`src/rtl/lps_pkg.sv`:
```
package lps_pkg;

    typedef enum logic [2:0] {
        ST_NORMAL = 3'd0,
        ST_HALT   = 3'd1,
        ST_GRANT  = 3'd2,
        ST_SNOOP  = 3'd3,
        ST_SLEEP  = 3'd4,
        ST_ACKW   = 3'd5,
        ST_ENTRY  = 3'd6
    } lps_state_e;

    localparam int EVT_W    = 4;
    localparam int EVT_SMI  = 0;
    localparam int EVT_INIT = 1;
    localparam int EVT_BINI = 2;
    localparam int EVT_LINT = 3;

    typedef struct packed {
        lps_state_e st;
        logic       from_halt;
        lps_state_e snp_ret;
        logic       illegal;
    } lps_regs_t;

endpackage

```
`src/rtl/lps_entry_timer.sv`:
```
module lps_entry_timer #(
    parameter int DELAY = 20
) (
    input  logic clk,
    input  logic rst_n,
    input  logic start_i,
    input  logic clear_i,
    output logic expired_o
);
    localparam int CW = $clog2(DELAY + 1);

    typedef struct packed {
        logic          run;
        logic [CW-1:0] cnt;
    } tmr_t;

    tmr_t tmr_d, tmr_q;

    always_comb begin
        tmr_d = tmr_q;
        if (clear_i) begin
            tmr_d.run = 1'b0;
            tmr_d.cnt = '0;
        end else if (start_i) begin
            tmr_d.run = 1'b1;
            tmr_d.cnt = CW'(DELAY - 1);
        end else if (tmr_q.run) begin
            if (tmr_q.cnt == '0) begin
                tmr_d.run = 1'b0;
            end else begin
                tmr_d.cnt = tmr_q.cnt - 1'b1;
            end
        end
    end

    always_ff @(posedge clk or negedge rst_n) begin
        if (!rst_n) begin
            tmr_q <= '0;
        end else begin
            tmr_q <= tmr_d;
        end
    end

    assign expired_o = tmr_q.run && (tmr_q.cnt == '0);

    // the count never leaves its window.
    a_r3_cnt_bounded: assert property (@(posedge clk) disable iff (!rst_n)
        tmr_q.run |-> (tmr_q.cnt < CW'(DELAY)));

    // the expiry is a single cycle unless the timer is restarted.
    a_r3_expire_once: assert property (@(posedge clk) disable iff (!rst_n)
        (expired_o && !start_i) |=> !expired_o);

endmodule

```
`src/rtl/lps_pend_latch.sv`:
```
module lps_pend_latch #(
    parameter int N = 4
) (
    input  logic         clk,
    input  logic         rst_n,
    input  logic         capture_i,
    input  logic         present_i,
    input  logic         clear_i,
    input  logic [N-1:0] evt_i,
    output logic [N-1:0] svc_o
);
    logic [N-1:0] pend_d, pend_q;

    always_comb begin
        pend_d = pend_q;
        if (clear_i || present_i) begin
            pend_d = '0;
        end else if (capture_i) begin
            pend_d = pend_q | evt_i;
        end
    end

    always_ff @(posedge clk or negedge rst_n) begin
        if (!rst_n) begin
            pend_q <= '0;
        end else begin
            pend_q <= pend_d;
        end
    end

    assign svc_o = present_i ? pend_q : '0;

    // a presentation never repeats on the next cycle.
    a_r7_single_shot: assert property (@(posedge clk) disable iff (!rst_n)
        (svc_o != '0) |=> (svc_o == '0));

endmodule

```
`src/rtl/lps_ctrl.sv`:
```
module lps_ctrl
    import lps_pkg::*;
#(
    parameter int ENTRY_DELAY = 20
) (
    input  logic             clk,
    input  logic             rst_n,
    input  logic             halt_stb_i,
    input  logic             stpclk_n_i,
    input  logic             slp_n_i,
    input  logic             sga_resp_i,
    input  logic             snoop_hit_i,
    input  logic             snoop_done_i,
    input  logic             smi_i,
    input  logic             init_i,
    input  logic             nmi_i,
    input  logic             intr_i,
    input  logic             bus_irq_i,
    input  logic             binit_i,
    input  logic             core_reset_i,
    output logic [2:0]       state_o,
    output logic             sga_req_o,
    output logic             core_clk_en_o,
    output logic             snoop_en_o,
    output logic [EVT_W-1:0] svc_o,
    output logic             illegal_o
);
    lps_regs_t        r_d, r_q;
    logic             tmr_start, tmr_expired;
    logic             wake_evt;
    logic [EVT_W-1:0] evt_vec;

    assign wake_evt = smi_i | init_i | nmi_i | intr_i | bus_irq_i | binit_i;

    always_comb begin
        evt_vec           = '0;
        evt_vec[EVT_SMI]  = smi_i;
        evt_vec[EVT_INIT] = init_i;
        evt_vec[EVT_BINI] = binit_i;
        evt_vec[EVT_LINT] = nmi_i | intr_i;
    end

    always_comb begin
        r_d         = r_q;
        r_d.illegal = 1'b0;
        tmr_start   = 1'b0;
        if (core_reset_i) begin
            r_d.from_halt = 1'b0;
        end
        case (r_q.st)
            ST_NORMAL: begin
                if (!core_reset_i) begin
                    if (!stpclk_n_i) begin
                        r_d.st        = ST_ACKW;
                        r_d.from_halt = 1'b0;
                    end else if (halt_stb_i) begin
                        r_d.st = ST_HALT;
                    end
                end
            end
            ST_HALT: begin
                if (core_reset_i || wake_evt) begin
                    r_d.st = ST_NORMAL;
                end else if (snoop_hit_i) begin
                    r_d.st      = ST_SNOOP;
                    r_d.snp_ret = ST_HALT;
                end else if (!stpclk_n_i) begin
                    r_d.st        = ST_ACKW;
                    r_d.from_halt = 1'b1;
                end
            end
            ST_ACKW: begin
                if (core_reset_i) begin
                    r_d.st = ST_NORMAL;
                end else begin
                    r_d.illegal = stpclk_n_i;
                    if (sga_resp_i) begin
                        r_d.st    = ST_ENTRY;
                        tmr_start = 1'b1;
                    end
                end
            end
            ST_ENTRY: begin
                if (core_reset_i) begin
                    r_d.st = ST_NORMAL;
                end else begin
                    r_d.illegal = stpclk_n_i;
                    if (tmr_expired) begin
                        r_d.st = ST_GRANT;
                    end
                end
            end
            ST_GRANT: begin
                if (core_reset_i) begin
                    r_d.st = ST_GRANT;
                end else if (!slp_n_i) begin
                    r_d.st      = ST_SLEEP;
                    r_d.illegal = snoop_hit_i;
                end else if (snoop_hit_i) begin
                    r_d.st      = ST_SNOOP;
                    r_d.snp_ret = ST_GRANT;
                end else if (!binit_i && stpclk_n_i) begin
                    r_d.st = r_q.from_halt ? ST_HALT : ST_NORMAL;
                end
            end
            ST_SNOOP: begin
                if (core_reset_i) begin
                    r_d.st = ST_NORMAL;
                end else if (snoop_done_i) begin
                    r_d.st = r_q.snp_ret;
                end
            end
            ST_SLEEP: begin
                if (core_reset_i) begin
                    r_d.st = ST_NORMAL;
                end else begin
                    r_d.illegal = halt_stb_i | snoop_hit_i | snoop_done_i | wake_evt
                                | sga_resp_i | stpclk_n_i;
                    if (slp_n_i) begin
                        r_d.st = ST_GRANT;
                    end
                end
            end
            default: begin
                r_d.st = ST_NORMAL;
            end
        endcase
    end

    always_ff @(posedge clk or negedge rst_n) begin
        if (!rst_n) begin
            r_q <= '{st: ST_NORMAL, from_halt: 1'b0, snp_ret: ST_HALT, illegal: 1'b0};
        end else begin
            r_q <= r_d;
        end
    end

    lps_entry_timer #(.DELAY(ENTRY_DELAY)) u_timer (
        .clk       (clk),
        .rst_n     (rst_n),
        .start_i   (tmr_start),
        .clear_i   (core_reset_i),
        .expired_o (tmr_expired)
    );

    lps_pend_latch #(.N(EVT_W)) u_pend (
        .clk       (clk),
        .rst_n     (rst_n),
        .capture_i ((r_q.st == ST_GRANT) && !core_reset_i),
        .present_i (r_q.st == ST_NORMAL),
        .clear_i   (core_reset_i),
        .evt_i     (evt_vec),
        .svc_o     (svc_o)
    );

    assign state_o       = r_q.st;
    assign sga_req_o     = (r_q.st == ST_ACKW);
    assign core_clk_en_o = (r_q.st == ST_NORMAL);
    assign snoop_en_o    = (r_q.st == ST_SNOOP);
    assign illegal_o     = r_q.illegal;

    // running the core and servicing a snoop never overlap.
    a_r1_exclusive: assert property (@(posedge clk) disable iff (!rst_n)
        !(core_clk_en_o && snoop_en_o));

    // the acknowledge request is held until its response arrives.
    a_r3_ack_held: assert property (@(posedge clk) disable iff (!rst_n)
        (sga_req_o && !sga_resp_i && !core_reset_i) |=> sga_req_o);

    // Stop-Grant is reached only through the delay, a wake or a snoop return.
    a_r3_grant_entry: assert property (@(posedge clk) disable iff (!rst_n)
        (r_q.st == ST_GRANT && $past(r_q.st) != ST_GRANT) |->
        ($past(r_q.st) == ST_ENTRY || $past(r_q.st) == ST_SLEEP || $past(r_q.st) == ST_SNOOP));

    // Sleep is entered only from Stop-Grant.
    a_r5_sleep_from_grant: assert property (@(posedge clk) disable iff (!rst_n)
        (r_q.st == ST_SLEEP && $past(r_q.st) != ST_SLEEP) |-> ($past(r_q.st) == ST_GRANT));

    // a serviced snoop lands in a low-power state.
    a_r6_snoop_exit: assert property (@(posedge clk) disable iff (!rst_n)
        (snoop_en_o && snoop_done_i && !core_reset_i) |=>
        (state_o == ST_HALT || state_o == ST_GRANT));

    // reset outside Stop-Grant lands in Normal.
    a_r9_reset_normal: assert property (@(posedge clk) disable iff (!rst_n)
        (core_reset_i && state_o != ST_GRANT) |=> (state_o == ST_NORMAL));

endmodule

```
`config.mk`:
```
export PLATFORM = sky130hd
export DESIGN_NAME = lps_ctrl
export DESIGN_NICKNAME = d
export VERILOG_FILES = /design/src/rtl/lps_pkg.sv /design/src/rtl/lps_entry_timer.sv /design/src/rtl/lps_pend_latch.sv /design/src/rtl/lps_ctrl.sv
export SDC_FILE = /design/constraint.sdc
export NUM_CORES = 1
export LEC_CHECK = 0
export BUFFER_PORTS_ARGS = -buffer_cell sky130_fd_sc_hd__buf_2
export CORE_MARGIN = 2
export CORE_UTILIZATION = 53
export CTS_CLUSTER_DIAMETER = 200
export CTS_CLUSTER_SIZE = 10
export DETAILED_ROUTE_END_ITERATION = 7
export PLACE_DENSITY_LB_ADDON = 0.12
export SYNTH_ARGS = -nofsm -noshare
export SYNTH_HDL_FRONTEND = slang
export SYNTH_SLANG_ARGS = --single-unit
```
`constraint.sdc`:
```
create_clock -name clk -period 1.72 [get_ports clk]
set_input_delay 0.344 -clock clk [delete_from_list [all_inputs] [get_ports clk]]
set_output_delay 0.344 -clock clk [all_outputs]
set_load 0.1 [all_outputs]
```
==> impl_metrics.yaml, run 1 <==
timing:
  fin_skew_ps: 3.03
  setup_slack_ps: -89.5
  fin_crit_ps: 1810
  tns_ps: -476
  finalHoldViolCount: 0
  finalMaxSlewViolations: 0
  min_period_over_period: 1.05
  finalSetupViolations: 8
  fmax_mhz: 553
  rsz0062_at_grt: "yes"
  tightest_slew_ps: 485
  timing.slew.headroom: 0.679
routing:
  drt_iter0_markers: 75
  drt_pass1_iterations: 4
  vias: 1275
  drc_errors: 0
  drtAntennaViolNets: 0
  avgViaCountPerCell: 6.01
  routed_wl_um: 3670
  wl_per_cell_um: 17.3
worst_setup_path:
  reg2reg_slack_ps: -20
  cp.arrival_ps: 1470
  path_cells: "nor3_4, buf_6, and2_4, buf_12"
  slowest_stage: "dfrtp_2"
  cp.required_ps: 1380
  critPathKind: "reg -> out"
  crit_family: "flip-flops"
  crit_start: "state_o[0]"
  critPathMaxStageDelay_ps: 480
  cp-start-kind: "flip-flop"
  crit_end: "svc_o[3]"
  cp_num_buf_inv: 2
  critPathMaxFanout: 6
  path_depth: 4
  timing.rr.end: "state_o[1]"
  r2r_start: "state_o[0]"
  r2r_cells: 6
  end_kind: "output pin"
yosys:
  synth-seq-cells: 17
  synth_flop_cell: "dfrtp_1"
  async_reset_ff_frac: 1.00
  syn_area_per_cell_um2: 8.37
  syn_inst: 136
  yosysWarnings: 0
  ys_seq_area_frac: 0.375
  synthesis.nets: 153
  synth_edf_count: 0
  syn_area_um2: 1140
  synth_cell_types: 38
cells_and_area:
  regArea_um2: 430
  finalNonFillerCells: 212
  nFillCells: 109
  multi_input_area_um2: 663
  syn2layout_area_growth_pct: 49.7
  drive_gt1_frac: 0.432
  antenna_cells: 0
  nets: 203
floorplan:
  start_util: 0.569
  die_w_um: 50.4
  die_area_um2: 2540
  core_um2: 2000
  dieHeight_um: 50.4
  io_pins: 26
  std_cell_rows: 16
global_routing:
  grt_first_pass_wirelength_um: 6020
  antenna_found_initial: 0
  grt_max_degree: 18
  grt_overflow: 0
  grt_pass1_vias: 1292
  grtUsageTotal: 0.317
power:
  p_leak_nw: 0.799
  peakVddDrop_v: 0.00153
  power.density_nw_per_um2: 1620
clocking:
  clk_pin_slew_ps: 100
  clk-insertion-delay-late_ps: 300
  cts_tree: "built"
  numCtsBuffers: 3
  clock_sinks: 17
  htree_levels: 1
  cts_root_buffer: "clkbuf_4"
  clk_path_buf_depth: 2
outcome:
  violations: "negative setup slack"
  status: "finished with violations"
placed_design:
  place_congestion: 0.899
  dpl.hpwl_um: 2370
  dp.cells: 189
  port_buffers: 25
min_path:
  hp-start: "stpclk_n_i"
  hold_class: "in -> reg"
  hold_depth: 2
job:
  cap_viol_max_count: 0
## cell families (layout without fill, tap and decap cells)
group | Yosys count | count (layout) | synth area share
simple gates | 60 | 60 | 0.285
flops | 17 | 17 | 0.375
fa+ha+maj | 2 | 2 | 0.0220
xor+xnor | 1 | 1 | 0.00769
compound gates | 34 | 34 | 0.207
buf+inv | 20 | 69 | 0.0824
mux | 2 | 2 | 0.0220
## where the power goes
part | internal [mW] | switching, mW
logic | 0.823 | 1.14
clock network | 0.0869 | 0.141
registers | 0.475 | 0.0882
## Yosys cell counts (all sizes together), types with 2 or more instances
cell type	count	share of area
dfrtp	16	0.35
nand2	12	0.042
nor3	12	0.053
a21oi	11	0.048
inv	10	0.033
nor2	10	0.033
o21ai	8	0.035
buf	7	0.040
nand3	5	0.022
a31oi	4	0.022
and2	4	0.022
and3	4	0.022
o211ai	4	0.026
clkbuf	3	0.0099
nor4	3	0.030
ha	2	0.022
nand4	2	0.011
nor2b	2	0.011
## cells in the final DEF, fill, tap and decap left out, types with 2 or more instances in the layout
| cell | netlist | routed |
|---|---|---|
| a21oi_1 | 11 | 11 |
| a31oi_1 | 4 | 3 |
| and2_4 | 0 | 4 |
| and3_1 | 4 | 3 |
| buf_12 | 0 | 10 |
| buf_2 | 3 | 16 |
| buf_4 | 4 | 26 |
| buf_6 | 0 | 2 |
| clkbuf_4 | 0 | 3 |
| dfrtp_1 | 16 | 13 |
| dfrtp_2 | 0 | 3 |
| inv_1 | 10 | 8 |
| nand2_1 | 11 | 10 |
| nand2_2 | 1 | 2 |
| nand3_1 | 5 | 5 |
| nand4_1 | 2 | 2 |
| nor2_1 | 10 | 10 |
| nor2b_1 | 2 | 2 |
| nor3_1 | 12 | 11 |
| nor4_1 | 2 | 2 |
| o211ai_1 | 4 | 4 |
| o21ai_0 | 8 | 6 |
| o21ai_1 | 0 | 2 |
## worst reg2reg max path, cell delays in order (launching register included)
cell	delay, ps
dfrtp_2	480
buf_4	160
nor4bb_2	170
a31oi_2	190
a2bb2oi_2	250
nand2_2	80
mux2_4	300
## how the worst min path moves through the flow
stage / endpoint / slack [ps]
after global placement: u_timer.tmr_q[4] / 280
after floorplan: illegal_o / 50
after global routing: r_q[4] / 300
after CTS: r_q[4] / 260
final: r_q[4] / 270
after detailed placement: u_timer.tmr_q[4] / 290
## cell type report
class	instances	area share
Tap cell	27	0.0198
Sequential cell	17	0.253
Inverter	10	0.0242
Multi-Input combinational cell	99	0.389
Clock buffer	3	0.0132
Timing Repair Buffer	55	0.298
Clock inverter	1	0.00294
## what timing repair did
action                                 CTS  global route
gates resized for setup                  6             6
endpoints found under the hold margin   16             0
setup endpoints to repair                8            13
buffers inserted                        13             5
hold buffers                             1             0
pin swaps                                5             3
gates cloned                             1             0
## state kept, by name, indices dropped and copies added, names as in the netlist
signal         count
r_q                3
state_o            3
illegal_o          1
u_timer.tmr_q      6
u_pend.pend_q      4
## metal layers
metal,share of wire,track usage,vias up
met1,0.40,0.376,592
met3,0.076,0.0536,16
met2,0.49,0.513,79
met5,0,0,-
li1,-,-,588
met4,0.040,0.230,0
## metrics by stage
stage / cell area (um2) / total power, mW / util / worst slack [ps] / hold slack, ps
after floorplan: 1170 / 1.67 / - / -20.7 / 48.4
after global placement: 1500 / 2.12 / 0.748 / 103 / 284
after detailed placement: 1500 / 2.16 / 0.748 / 12.6 / 291
after CTS: 1650 / 2.64 / 0.823 / -76.0 / 258
after global routing: 1700 / 2.88 / 0.851 / -138 / 298
final: 1700 / 2.76 / 0.851 / -89.5 / 267
(Power assumes the default switching activity.)
==> run 2: changes to the inputs <==
Settings changed: CORE_UTILIZATION 53 to 56, SYNTH_HIERARCHICAL set to 1.
Clock period 1.72 ns to 2.3 ns, I/O delays scaled along.
==> run 2 against run 1 <==
Clock power down 24%. Wire length down 17%. Final cell count down 8.5%. The run now ends clean. Largest cell class unchanged. Synthesized area up 7.3%. Flip-flop and latch count unchanged. Worst hold slack worse by 210 ps. Power down 45%.
==> impl_metrics.yaml, run 2 <==
worst_setup_path:
  r2r_start: "u_timer/tmr_q[0]"
  slowest_stage: "or4b_1"
  critPathMaxStageDelay_ps: 480
  end_kind: "flip-flop"
  reg2reg_slack_ps: 150
  critPathKind: "reg -> reg"
  crit_start: "u_timer/tmr_q[0]"
  r2r_cells: 8
  cp.arrival_ps: 2350
  timing.rr.end: "state_o[2]"
  path_cells: "inv_1, ha_1, or4b_1, nor2_1, nor3b_1, o21ai_2, o41ai_4, o32a_1"
  crit_end: "state_o[2]"
  critPathMaxFanout: 5
  cp-start-kind: "flip-flop"
  cp.required_ps: 2500
global_routing:
  grt_overflow: 0
  grt_pass1_vias: 1140
  antenna_found_initial: 0
  grtUsageTotal: 0.276
  grt_max_degree: 19
  grt_first_pass_wirelength_um: 5330
yosys:
  yosysWarnings: 6
  synthesis.nets: 158
  ys_seq_area_frac: 0.349
  synth_edf_count: 0
  synth-seq-cells: 17
  syn_area_um2: 1220
  yosysTopAreaCell: "dfrtp_1"
  ys_top_cells_by_area: "dfrtp_1, a21oi_1, nor2_1"
  async_reset_ff_frac: 1.00
  synth_cell_types: 52
  yosys.cell_count.top_type: "dfrtp_1"
  syn_area_per_cell_um2: 8.66
  synth_top_area_share: 0.328
  syn_inst: 141
  synth.top_cells.by_count: "dfrtp_1, nor2_1, a21oi_1"
  synth_flop_cell: "dfrtp_1"
power:
  p_switching_mw: 0.848
  combPwrFrac: 0.623
  peakVddDrop_v: 0.00102
  clkPwrFrac: 0.114
  p_sw_frac: 0.555
  intPower_mw: 0.680
  finalPower_mw: 1.53
  p_leak_nw: 0.677
  power.density_nw_per_um2: 1030
  pwr-share-seq: 0.263
cells_and_area:
  drive_gt1_frac: 0.335
  regArea_um2: 427
  antenna_cells: 0
  multi_input_area_um2: 718
  layout_commonest_cell: "buf_2"
  syn2layout_area_growth_pct: 21.4
  top_regs: "u_timer/tmr_q: 6 flops, u_pend/pend_q: 4 flops"
  largest_register_ff_count: 6
  regMostFlops: "u_timer/tmr_q"
  nets: 185
  nFillCells: 140
  final_cell_mix: "buf_2, dfrtp_1, nor2_1"
  final_area_um2: 1480
clocking:
  clk_path_buf_depth: 2
  ctsHoldBuffers: 0
  cts_tree: "built"
  clk_pin_slew_ps: 110
  htree_levels: 1
  cts_root_buffer: "clkbuf_4"
  clk-insertion-delay-late_ps: 310
  clock_sinks: 17
  numCtsBuffers: 3
floorplan:
  die_w_um: 50.7
  io_pins: 26
  std_cell_rows: 16
  start_util: 0.610
  core_um2: 2000
  die_area_um2: 2570
  dieHeight_um: 50.7
timing:
  timing.slew.headroom: 0.601
  tightest_slew_ps: 592
  fmax_mhz: 464
  finalHoldViolCount: 0
  fin_crit_ps: 2150
  fin_skew_ps: 3.44
  fin_hold_ws_ps: 55.7
  finalSetupViolations: 0
  finalMaxSlewViolations: 0
  min_period_over_period: 0.936
  tns_ps: 0
routing:
  drt_pass1_iterations: 4
  vias: 1167
  drt_iter0_markers: 47
  avgViaCountPerCell: 6.02
  drc_errors: 0
  routed_wl_um: 3040
  drtAntennaViolNets: 0
  wl_per_cell_um: 15.7
outcome:
  status: "completed"
placed_design:
  place_congestion: 0.926
  port_buffers: 25
  dpl.hpwl_um: 2260
  postPlaceCellArea_um2: 1450
job:
  cap_viol_max_count: 0
min_path:
  hold_class: "in -> async"
-- run 2: worst min-delay path by stage --
stage	from	end	slack, ps	cells after the start
2_1_floorplan	rst_n	illegal_o	160	0
3_3_place_gp	rst_n	r_q[4]	410	1
3_5_place_dp	rst_n	r_q[4]	410	1
4_1_cts	rst_n	state_o[1]	60	1
5_1_grt	rst_n	u_timer/tmr_q[4]	80	1
6_report	rst_n	r_q[4]	60	1
-- run 2: cells by family after synthesis --
logic type,count (synthesis),share of synthesized area
adder cells (fa/ha/maj),2,0.0205
multiplexers,1,0.00820
flip-flops,17,0.349
AND/OR/NAND/NOR,64,0.315
AO/OA/AOI/OAI,37,0.221
buffers and inverters,20,0.0861
-- run 2: through the flow --
| step | utilization | std cells | setup WS, ps |
|---|---|---|---|
| 2_1_floorplan | - | 141 | -185 |
| 3_3_place_gp | 0.722 | 190 | 273 |
| 3_5_place_dp | 0.722 | 190 | 172 |
| 4_1_cts | 0.737 | 194 | 71.4 |
| 5_1_grt | 0.741 | 194 | -13.6 |
| 6_report | 0.741 | 194 | 147 |
-- run 2: metal layers --
metal	part of all wire	track usage	vias up
met1	0.44	0.382	536
met5	0	0	-
li1	-	-	560
met2	0.45	0.406	65
met3	0.094	0.0952	6
met4	0.016	0.0811	0
-- run 2: critical path, delay by kind of cell, from the launching register on --
kind | cells | cell delay [ps]
flip-flops | 1 | 420
AO/OA/AOI/OAI | 3 | 650
AND/OR/NAND/NOR | 3 | 670
adder cells (fa/ha/maj) | 1 | 210
buffers and inverters | 1 | 110
-- run 2: cell type report --
cell class / count / share of cell area
Multi-Input combinational cell: 104 / 0.484
Sequential cell: 17 / 0.288
Timing Repair Buffer: 31 / 0.157
Inverter: 11 / 0.0278
Tap cell: 27 / 0.0228
Clock buffer: 3 / 0.0152
Clock inverter: 1 / 0.00506
-- run 2: timing repair --
item                       CTS  global route
gates resized for setup      0             2
setup buffers                0             0
setup endpoints to repair    0             2
-- run 2: power groups by stage --
stage	Clock, mW	Combinational (mW)	Sequential [mW]
4_1_cts	0.179	0.939	0.400
5_1_grt	0.192	1.01	0.410
3_5_place_dp	0	0.934	0.405
3_3_place_gp	0	0.914	0.402
2_1_floorplan	0	0.736	0.441
6_report	0.174	0.952	0.402
